$ cat src/rtl/hdiv_pkg.sv
package hdiv_pkg;
  typedef enum logic [1:0] {
    HD_PASS  = 2'd0,
    HD_WHOLE = 2'd1,
    HD_HALF  = 2'd2
  } hd_mode_e;
endpackage

$ cat src/rtl/hdiv_cfg_latch.sv
module hdiv_cfg_latch #(
  parameter int unsigned INT_W = 7,
  localparam int unsigned CFG_W = INT_W + 1
) (
  input  logic             clk_i,
  input  logic             rst_ni,
  input  logic [CFG_W-1:0] cfg_i,
  input  logic             bnd_i,
  output logic [CFG_W-1:0] act_cfg_o,
  output logic             alt_o,
  output logic             run_o
);
  logic [CFG_W-1:0] act_q;
  logic             alt_q;
  logic             run_q;

  always_ff @(posedge clk_i or negedge rst_ni) begin
    if (!rst_ni) begin
      act_q <= '0;
      alt_q <= 1'b0;
      run_q <= 1'b0;
    end else if (bnd_i) begin
      act_q <= cfg_i;
      // Restart on the short period when the setting changes.
      alt_q <= run_q && (cfg_i == act_q) && !alt_q;
      run_q <= 1'b1;
    end
  end

  assign act_cfg_o = act_q;
  assign alt_o     = alt_q;
  assign run_o     = run_q;
endmodule

$ cat src/rtl/hdiv_len_calc.sv
module hdiv_len_calc
  import hdiv_pkg::*;
#(
  parameter int unsigned INT_W = 7,
  localparam int unsigned CFG_W = INT_W + 1,
  localparam int unsigned CNT_W = INT_W + 1
) (
  input  logic [CFG_W-1:0] act_cfg_i,
  input  logic             alt_i,
  output hd_mode_e         mode_o,
  output logic [CNT_W-1:0] per_len_o,
  output logic [CNT_W-1:0] hi_len_o
);
  logic [INT_W-1:0] int_part;
  logic             half;
  logic [CNT_W:0]   hi_sum;

  assign int_part  = act_cfg_i[CFG_W-1:1];
  assign half      = act_cfg_i[0];
  assign per_len_o = {1'b0, int_part} + CNT_W'(1) + CNT_W'(half & alt_i);
  assign hi_sum    = {1'b0, per_len_o} + (CNT_W+1)'(1);
  assign hi_len_o  = hi_sum[CNT_W:1];

  always_comb begin
    if (act_cfg_i == '0) mode_o = HD_PASS;
    else if (half)       mode_o = HD_HALF;
    else                 mode_o = HD_WHOLE;
  end
endmodule

$ cat src/rtl/hdiv_period_cnt.sv
module hdiv_period_cnt #(
  parameter int unsigned CNT_W = 8
) (
  input  logic             clk_i,
  input  logic             rst_ni,
  input  logic             run_i,
  input  logic [CNT_W-1:0] per_len_i,
  output logic [CNT_W-1:0] cnt_o,
  output logic             bnd_o
);
  logic [CNT_W-1:0] cnt_q;

  assign bnd_o = !run_i || (cnt_q == per_len_i - CNT_W'(1));

  always_ff @(posedge clk_i or negedge rst_ni) begin
    if (!rst_ni)    cnt_q <= '0;
    else if (bnd_o) cnt_q <= '0;
    else            cnt_q <= cnt_q + CNT_W'(1);
  end

  assign cnt_o = cnt_q;
endmodule

$ cat src/rtl/hdiv_out_stage.sv
module hdiv_out_stage
  import hdiv_pkg::*;
#(
  parameter int unsigned CNT_W = 8
) (
  input  logic             clk_i,
  input  logic             rst_ni,
  input  logic             run_i,
  input  logic             bnd_i,
  input  hd_mode_e         mode_i,
  input  logic [CNT_W-1:0] cnt_i,
  input  logic [CNT_W-1:0] hi_len_i,
  output logic             div_lvl_o,
  output logic             clk_o,
  output logic             tick_o
);
  logic           div_q;
  logic           tick_q;
  logic [CNT_W:0] cnt_nx;

  assign cnt_nx = {1'b0, cnt_i} + (CNT_W+1)'(1);

  // Output levels are registered so clk_o never carries decode glitches.
  always_ff @(posedge clk_i or negedge rst_ni) begin
    if (!rst_ni) begin
      div_q  <= 1'b0;
      tick_q <= 1'b0;
    end else begin
      div_q  <= bnd_i ? 1'b1 : (cnt_nx < {1'b0, hi_len_i});
      tick_q <= bnd_i;
    end
  end

  assign div_lvl_o = div_q;
  assign tick_o    = tick_q;
  assign clk_o     = (mode_i == HD_PASS) ? (clk_i & run_i) : div_q;
endmodule

$ cat src/rtl/halfstep_clk_div.sv
module halfstep_clk_div
  import hdiv_pkg::*;
#(
  parameter int unsigned INT_W = 7,
  localparam int unsigned CFG_W = INT_W + 1
) (
  input  logic             clk_i,
  input  logic             rst_ni,
  input  logic [CFG_W-1:0] div_cfg_i,
  output logic             clk_o,
  output logic             tick_o
);
  localparam int unsigned CNT_W = INT_W + 1;

  logic [CFG_W-1:0] act_cfg;
  logic             alt;
  logic             run;
  logic             bnd;
  logic [CNT_W-1:0] cnt;
  logic [CNT_W-1:0] per_len;
  logic [CNT_W-1:0] hi_len;
  logic             div_lvl;
  hd_mode_e         mode;

  hdiv_cfg_latch #(.INT_W(INT_W)) u_cfg (
    .clk_i    (clk_i),
    .rst_ni   (rst_ni),
    .cfg_i    (div_cfg_i),
    .bnd_i    (bnd),
    .act_cfg_o(act_cfg),
    .alt_o    (alt),
    .run_o    (run)
  );

  hdiv_len_calc #(.INT_W(INT_W)) u_len (
    .act_cfg_i(act_cfg),
    .alt_i    (alt),
    .mode_o   (mode),
    .per_len_o(per_len),
    .hi_len_o (hi_len)
  );

  hdiv_period_cnt #(.CNT_W(CNT_W)) u_cnt (
    .clk_i    (clk_i),
    .rst_ni   (rst_ni),
    .run_i    (run),
    .per_len_i(per_len),
    .cnt_o    (cnt),
    .bnd_o    (bnd)
  );

  hdiv_out_stage #(.CNT_W(CNT_W)) u_out (
    .clk_i    (clk_i),
    .rst_ni   (rst_ni),
    .run_i    (run),
    .bnd_i    (bnd),
    .mode_i   (mode),
    .cnt_i    (cnt),
    .hi_len_i (hi_len),
    .div_lvl_o(div_lvl),
    .clk_o    (clk_o),
    .tick_o   (tick_o)
  );
endmodule

$ cat config.mk
export PLATFORM = sky130hd
export DESIGN_NAME = halfstep_clk_div
export DESIGN_NICKNAME = d
export VERILOG_FILES = /design/src/rtl/hdiv_pkg.sv /design/src/rtl/hdiv_cfg_latch.sv /design/src/rtl/hdiv_len_calc.sv /design/src/rtl/hdiv_period_cnt.sv /design/src/rtl/hdiv_out_stage.sv /design/src/rtl/halfstep_clk_div.sv
export SDC_FILE = /design/constraint.sdc
export NUM_CORES = 1
export LEC_CHECK = 0
export BUFFER_PORTS_ARGS = -buffer_cell sky130_fd_sc_hd__buf_2
export CORE_UTILIZATION = 45
export DETAILED_ROUTE_END_ITERATION = 16
export HOLD_SLACK_MARGIN = 0.12
export PLACE_DENSITY_LB_ADDON = 0.12
export REMOVE_ABC_BUFFERS = 1
export SLEW_MARGIN = 20
export SYNTH_ARGS = -nofsm -noshare
export SYNTH_HDL_FRONTEND = slang
export SYNTH_SLANG_ARGS = --single-unit
$ cat constraint.sdc
create_clock -name clk_i -period 4.1 [get_ports clk_i]
set_input_delay 0.205 -clock clk_i [delete_from_list [all_inputs] [get_ports clk_i]]
set_output_delay 0.205 -clock clk_i [all_outputs]
set_load 0.01 [all_outputs]
==> results of run 1 <==
## power by group through the flow
stage,sequential (W),clock (W),combinational (W)
6_report,0.000428,0.000280,0.000906
5_1_grt,0.000448,0.000300,0.00102
4_1_cts,0.000424,0.000287,0.000904
3_5_place_dp,0.000429,0.00000735,0.000891
3_3_place_gp,0.000421,0.00000735,0.000869
2_1_floorplan,0.000378,0.00000536,0.000722
## cells in the mapped netlist, drive strengths merged, types with 2 or more instances
cell / instances / area [sq um]
a211oi: 4 / 35.0
a21oi: 6 / 30.0
a41o: 2 / 20.0
and2: 2 / 12.5
and3: 3 / 18.8
and3b: 2 / 17.5
buf: 7 / 51.3
clkbuf: 7 / 27.5
dfrtp: 20 / 500
ha: 12 / 150
inv: 7 / 26.3
mux2: 8 / 93.8
mux2i: 3 / 30.0
nand2: 22 / 82.6
nand2b: 5 / 31.3
nand3: 11 / 55.1
nand4: 3 / 18.8
nor2: 11 / 41.3
nor2b: 8 / 50.1
nor3b: 2 / 15.0
nor4: 4 / 25.0
o21ai: 13 / 65.1
or3: 2 / 12.5
or4: 2 / 15.0
xnor2: 20 / 175
xor2: 11 / 96.3
## cells by family after synthesis
group                      share of synthesized area
DFF                                            0.271
adders and majority gates                     0.0813
and+or+nand+nor                                0.244
xor gates and xnor gates                       0.147
other                                        0.00203
buffers and inverters                         0.0569
muxes                                         0.0671
AOI/OAI and AO/OA                              0.131
## through the flow
stage | instance area [sq um] | util | worst slack (ns) | instances | power (W)
after CTS | 2090 | 0.550 | 0.619 | 276 | 0.00162
after detailed placement | 1890 | 0.497 | 0.627 | 260 | 0.00133
after global routing | 2090 | 0.550 | 0.284 | 276 | 0.00177
final | 2090 | 0.550 | 0.614 | 276 | 0.00161
after global placement | 1890 | 0.497 | 0.696 | 260 | 0.00130
after floorplan | 1770 | - | 1.20 | 201 | 0.00111
## registers in the layout (all words and copies together), names as in the netlist
register / cells
u_cfg.alt_o: 1
u_out.div_lvl_o: 1
u_cfg.run_o: 1
u_cfg.act_cfg_o: 8
u_out.tick_o: 1
u_cnt.cnt_o: 8
## worst register-to-register path: cells and delay by family (launching register included)
| kind | cells | cell delay (ns) |
|---|---|---|
| simple gates | 3 | 0.82 |
| buf+inv | 2 | 0.13 |
| mux | 1 | 0.38 |
| fa+ha+maj | 2 | 0.68 |
| compound gates | 1 | 0.38 |
| flops | 1 | 0.42 |
| xor+xnor | 2 | 0.56 |
## how the worst max path moves through the flow
stage / slack [ns] / to / cells past startpoint
after floorplan: 1.20 / u_cfg.act_cfg_o[0] / 13
after global placement: 0.70 / u_cfg.act_cfg_o[1] / 11
after detailed placement: 0.63 / u_cfg.act_cfg_o[3] / 11
after CTS: 0.62 / u_cfg.act_cfg_o[3] / 11
after global routing: 0.28 / u_cfg.act_cfg_o[1] / 11
final: 0.61 / u_cfg.act_cfg_o[1] / 11
## final cells by class
| class | instances | area, sq um | share of cell area |
|---|---|---|---|
| multi-input combinational | 174 | 1240 | 0.596 |
| sequential | 20 | 500 | 0.240 |
| timing repair buffer | 19 | 140 | 0.0671 |
| clock buffer | 7 | 87.6 | 0.0419 |
| tap | 48 | 60.1 | 0.0287 |
| clock inverter | 1 | 30.0 | 0.0144 |
| inverter | 7 | 26.3 | 0.0126 |
## per-layer routing
metal	vias to the layer above	GRT usage	routed length [um]
met1	771	0.284	1870
li1	771	-	-
met4	0	0.146	135
met2	52	0.374	2050
met3	14	0.0414	192
met5	-	0	0
==> flow_metrics.env, run 1 <==
export IMPL_grt_max_degree=21
export IMPL_core_sq_um=3800
export IMPL_final_common_cell="nand2_1"
export IMPL_syn_inst=214
export IMPL_first_iter_violations=44
export IMPL_start_util=0.486
export IMPL_p_int_w=0.000885
export IMPL_ys_ff_latch=20
export IMPL_grt_remaining_overflow=0
export IMPL_drc=0
export IMPL_drive_above_1_share=0.136
export IMPL_io_pins=12
export IMPL_place_gp_congestion=0.840
export IMPL_finClkSkew_ns=0.00122
export IMPL_synth_edff_count=0
export IMPL_clkTransAtPathRegs_ns=0.07
export IMPL_max_freq_ghz=0.287
export IMPL_setup_viol=0
export IMPL_synth_warnings=0
export IMPL_routed_via_count=1608
export IMPL_async_reset_ff_frac=1.00
export IMPL_p_comb_frac=0.562
export IMPL_arrival_ns=3.74
export IMPL_required_ns=4.35
export IMPL_worstMarginPinSlew_ns=0.591
export IMPL_post_cts_buffers=0
export IMPL_gr_usage_all_layers=0.232
export IMPL_syn_avg_cell_area_sq_um=8.63
export IMPL_irDropWorstVdd_mv=0.438
export IMPL_p_sw_w=0.000728
export IMPL_diodes=0
export IMPL_antenna_found_initial=0
export IMPL_leakagePower_nw=0.923
export IMPL_netlist_area_sq_um=1850
export IMPL_hold_path_class="in2async"
export IMPL_hold_slack_ns=0.301
export IMPL_reg2reg_slack_ns=0.61
export IMPL_syn_to_final_growth_pct=13.1
export IMPL_cts_hold_buffers=9
export IMPL_postRouteAntennaNets=0
export IMPL_cts_tree="built"
export IMPL_clkPwrFrac=0.174
export IMPL_fin_crit_sh=0.850
export IMPL_pwr_share_seq=0.265
export IMPL_path_max_fanout=17
export IMPL_rsz0062_at_grt="false"
export IMPL_chipWidth_um=66.1
export IMPL_powerDensity_nw_per_um2=772
export IMPL_critPathTopFamily="simple AND/OR/NAND/NOR gates"
export IMPL_relSlewSlack=0.606
export IMPL_switching_share=0.451
export IMPL_synth_distinct_cells=50
export IMPL_grt_pass1_vias=1606
export IMPL_place_hpwl_mm=3.29
export IMPL_fill_cells=366
export IMPL_slowest_delay_ns=0.45
export IMPL_fin_crit_ns=3.49
export IMPL_grt_pass1_wl_mm=7.36
export IMPL_yosysSeqAreaShare=0.271
export IMPL_final_cell_mix="nand2_1, xnor2_1, dfrtp_1"
export IMPL_cp_end_kind="flop"
export IMPL_nNetsFinal=251
export IMPL_reg2reg_depth=11
export IMPL_viasPerCell=5.83
export IMPL_insertion_delay_ns=0.36
export IMPL_crit_type="reg2reg"
export IMPL_synth_ff_type="dfrtp_1"
export IMPL_dieArea_sq_um=4360
export IMPL_wl_mm=4.25
export IMPL_hold_viol_final=0
export IMPL_tns_ns=0
export IMPL_startpoint="u_cfg.act_cfg_o[1]"
export IMPL_dr_pass1_iters=4
export IMPL_path_cells="inv_1, ha_1, inv_1, ha_1, and3_1, nand3_1, xnor2_1, xnor2_1, and4b_1, o22a_2, mux2_2"
export IMPL_cp_slowest_cell="ha_1"
export IMPL_r2r_start="u_cfg.act_cfg_o[1]"
export IMPL_r2r_end="u_cfg.act_cfg_o[1]"
export IMPL_portBuffers=11
export IMPL_status="finished clean"
export IMPL_rows=22
export IMPL_report_final_slew_viol_count=0
export IMPL_wire_per_inst_um=15.4
export IMPL_cap_violations=0
export IMPL_die_h_um=66.1
export IMPL_startpoint_type="flop"
export IMPL_critPathBufInv=2
export IMPL_cts_resized_gates=0
No activity file was read; power rests on OpenSTA's default activity.
==> run 2: changes to the inputs <==
--- a/config.mk
+++ b/config.mk
@@ -6,6 +6,10 @@
 export NUM_CORES = 1
 export LEC_CHECK = 0
 export BUFFER_PORTS_ARGS = -buffer_cell sky130_fd_sc_hd__buf_2
+export CAP_MARGIN = 5
+export CELL_PAD_IN_SITES_DETAIL_PLACEMENT = 0
+export CELL_PAD_IN_SITES_GLOBAL_PLACEMENT = 1
+export CORE_MARGIN = 2
 export CORE_UTILIZATION = 45
 export DETAILED_ROUTE_END_ITERATION = 16
 export HOLD_SLACK_MARGIN = 0.12
==> flow_metrics.env, run 2 (synthesis gave the netlist of run 1 again) <==
export IMPL_status="finished clean"
export IMPL_cts_tree="built"
export IMPL_worstMarginPinSlew_ns=0.624
export IMPL_irDropWorstVdd_mv=0.493
export IMPL_gr_usage_all_layers=0.210
export IMPL_place_ws_ns=0.607
export IMPL_setup_viol=0
export IMPL_portBuffers=11
export IMPL_wl_mm=4.40
export IMPL_fin_area_sq_um=2060
export IMPL_powerDensity_nw_per_um2=756
export IMPL_fin_ws_ns=0.585
export IMPL_slowest_delay_ns=0.47
export IMPL_start_util=0.465
export IMPL_routed_wl_met2_mm=2.14
export IMPL_diodes=0
export IMPL_place_gp_congestion=0.872
export IMPL_cp_end_kind="flop"
export IMPL_dieArea_sq_um=4630
export IMPL_final_common_cell="nand2_1"
export IMPL_final_cell_mix="nand2_1, xnor2_1, dfrtp_1"
export IMPL_grt_remaining_overflow=0
export IMPL_syn_to_final_growth_pct=11.7
export IMPL_report_final_slew_viol_count=0
export IMPL_dpl_cell_area_sq_um=1890
export IMPL_startpoint_type="flop"
export IMPL_fin_crit_sh=0.857
export IMPL_place_inst=262
export IMPL_place_hpwl_mm=3.31
export IMPL_grt_pass1_vias=1590
export IMPL_required_ns=4.34
export IMPL_chipWidth_um=68.1
export IMPL_rsz0062_at_grt="false"
export IMPL_leakagePower_nw=0.909
export IMPL_hold_viol_final=0
export IMPL_antenna_found_initial=0
export IMPL_crit_type="reg2reg"
export IMPL_drive_above_1_share=0.132
export IMPL_top_layer="met4"
export IMPL_clkTransAtPathRegs_ns=0.07
export IMPL_max_freq_ghz=0.284
export IMPL_finalNonFillerCells=277
export IMPL_path_max_fanout=17
export IMPL_nNetsFinal=251
export IMPL_die_h_um=68.1
export IMPL_routed_via_count=1565
export IMPL_rows=23
export IMPL_drc=0
export IMPL_wl_met1_mm=2.05
export IMPL_tns_ns=0
export IMPL_dr_pass1_iters=4
export IMPL_grt_pass1_wl_mm=7.22
export IMPL_first_iter_violations=67
export IMPL_cap_violations=0
export IMPL_fin_crit_ns=3.52
export IMPL_finClkSkew_ns=0.00205
export IMPL_viasPerCell=5.65
export IMPL_cts_resized_gates=0
export IMPL_relSlewSlack=0.584
export IMPL_core_sq_um=3970
export IMPL_insertion_delay_ns=0.35
export IMPL_grt_max_degree=21
export IMPL_hold_path_class="in2async"
export IMPL_path_cells="nand2_1, ha_1, inv_1, ha_1, and3_1, nand3_1, xnor2_1, xnor2_1, and4b_1, o22a_2, mux2_2"
export IMPL_wire_per_inst_um=15.9
export IMPL_postRouteAntennaNets=0
export IMPL_io_pins=12
export IMPL_arrival_ns=3.75
export IMPL_cp_slowest_cell="ha_1"
export IMPL_wl_met3_um=137
[run 2: final timing paths]
kind,start,endpoint,slack [ns],cells past startpoint
worst max-delay path,u_cfg.act_cfg_o[0],u_cfg.act_cfg_o[1],0.58,11
worst min register to register,u_cnt.cnt_o[0],u_cnt.cnt_o[0],0.57,1
max in group asynchronous,rst_ni,u_cfg.act_cfg_o[0],3.48,2
min in group clk_i,u_cnt.cnt_o[0],u_cnt.cnt_o[0],0.57,1
worst min-delay path,rst_ni,u_cnt.cnt_o[0],0.33,2
worst max register to register,u_cfg.act_cfg_o[0],u_cfg.act_cfg_o[1],0.58,11
[run 2: final cells by class]
cell class / count / area (sq um)
Sequential cell: 20 / 500
Timing Repair Buffer: 19 / 140
Tap cell: 50 / 62.6
Inverter: 7 / 26.3
Multi-Input combinational cell: 174 / 1240
Clock buffer: 7 / 87.6
Fill cell: 385 / 1910
[run 2: layer usage]
metal | up-vias | GRT usage
met5 | - | 0
met4 | 0 | 0.0600
met3 | 10 | 0.0477
met2 | 33 | 0.351
met1 | 744 | 0.272
li1 | 778 | -
[run 2: metrics by stage]
step / power [W] / util / hold WS (ns)
after floorplan: 0.00111 / - / -0.0906
final: 0.00156 / 0.519 / 0.325
after global placement: 0.00132 / 0.476 / 0.164
after detailed placement: 0.00134 / 0.476 / 0.173
after global routing: 0.00171 / 0.519 / 0.351
after CTS: 0.00156 / 0.519 / 0.341
[run 2: critical path, delay by kind of cell, from the launching register on]
| kind | cells | cell delay (ns) |
|---|---|---|
| adders and majority gates | 2 | 0.69 |
| buffers and inverters | 1 | 0.07 |
| xor gates and xnor gates | 2 | 0.58 |
| DFF | 1 | 0.42 |
| AOI/OAI and AO/OA | 1 | 0.40 |
| muxes | 1 | 0.39 |
| and+or+nand+nor | 4 | 0.85 |
[run 2: repair_timing]
item                      in CTS  in global routing
setup buffers                  0                  0
hold buffers                   9                  0
hold endpoints to repair      28                  0
[run 2: power by group]
group          total (W)  internal (W)  switching [W]
Sequential      0.000432      0.000258       0.000174
Clock           0.000206      0.000131      0.0000746
Combinational   0.000920      0.000428       0.000492
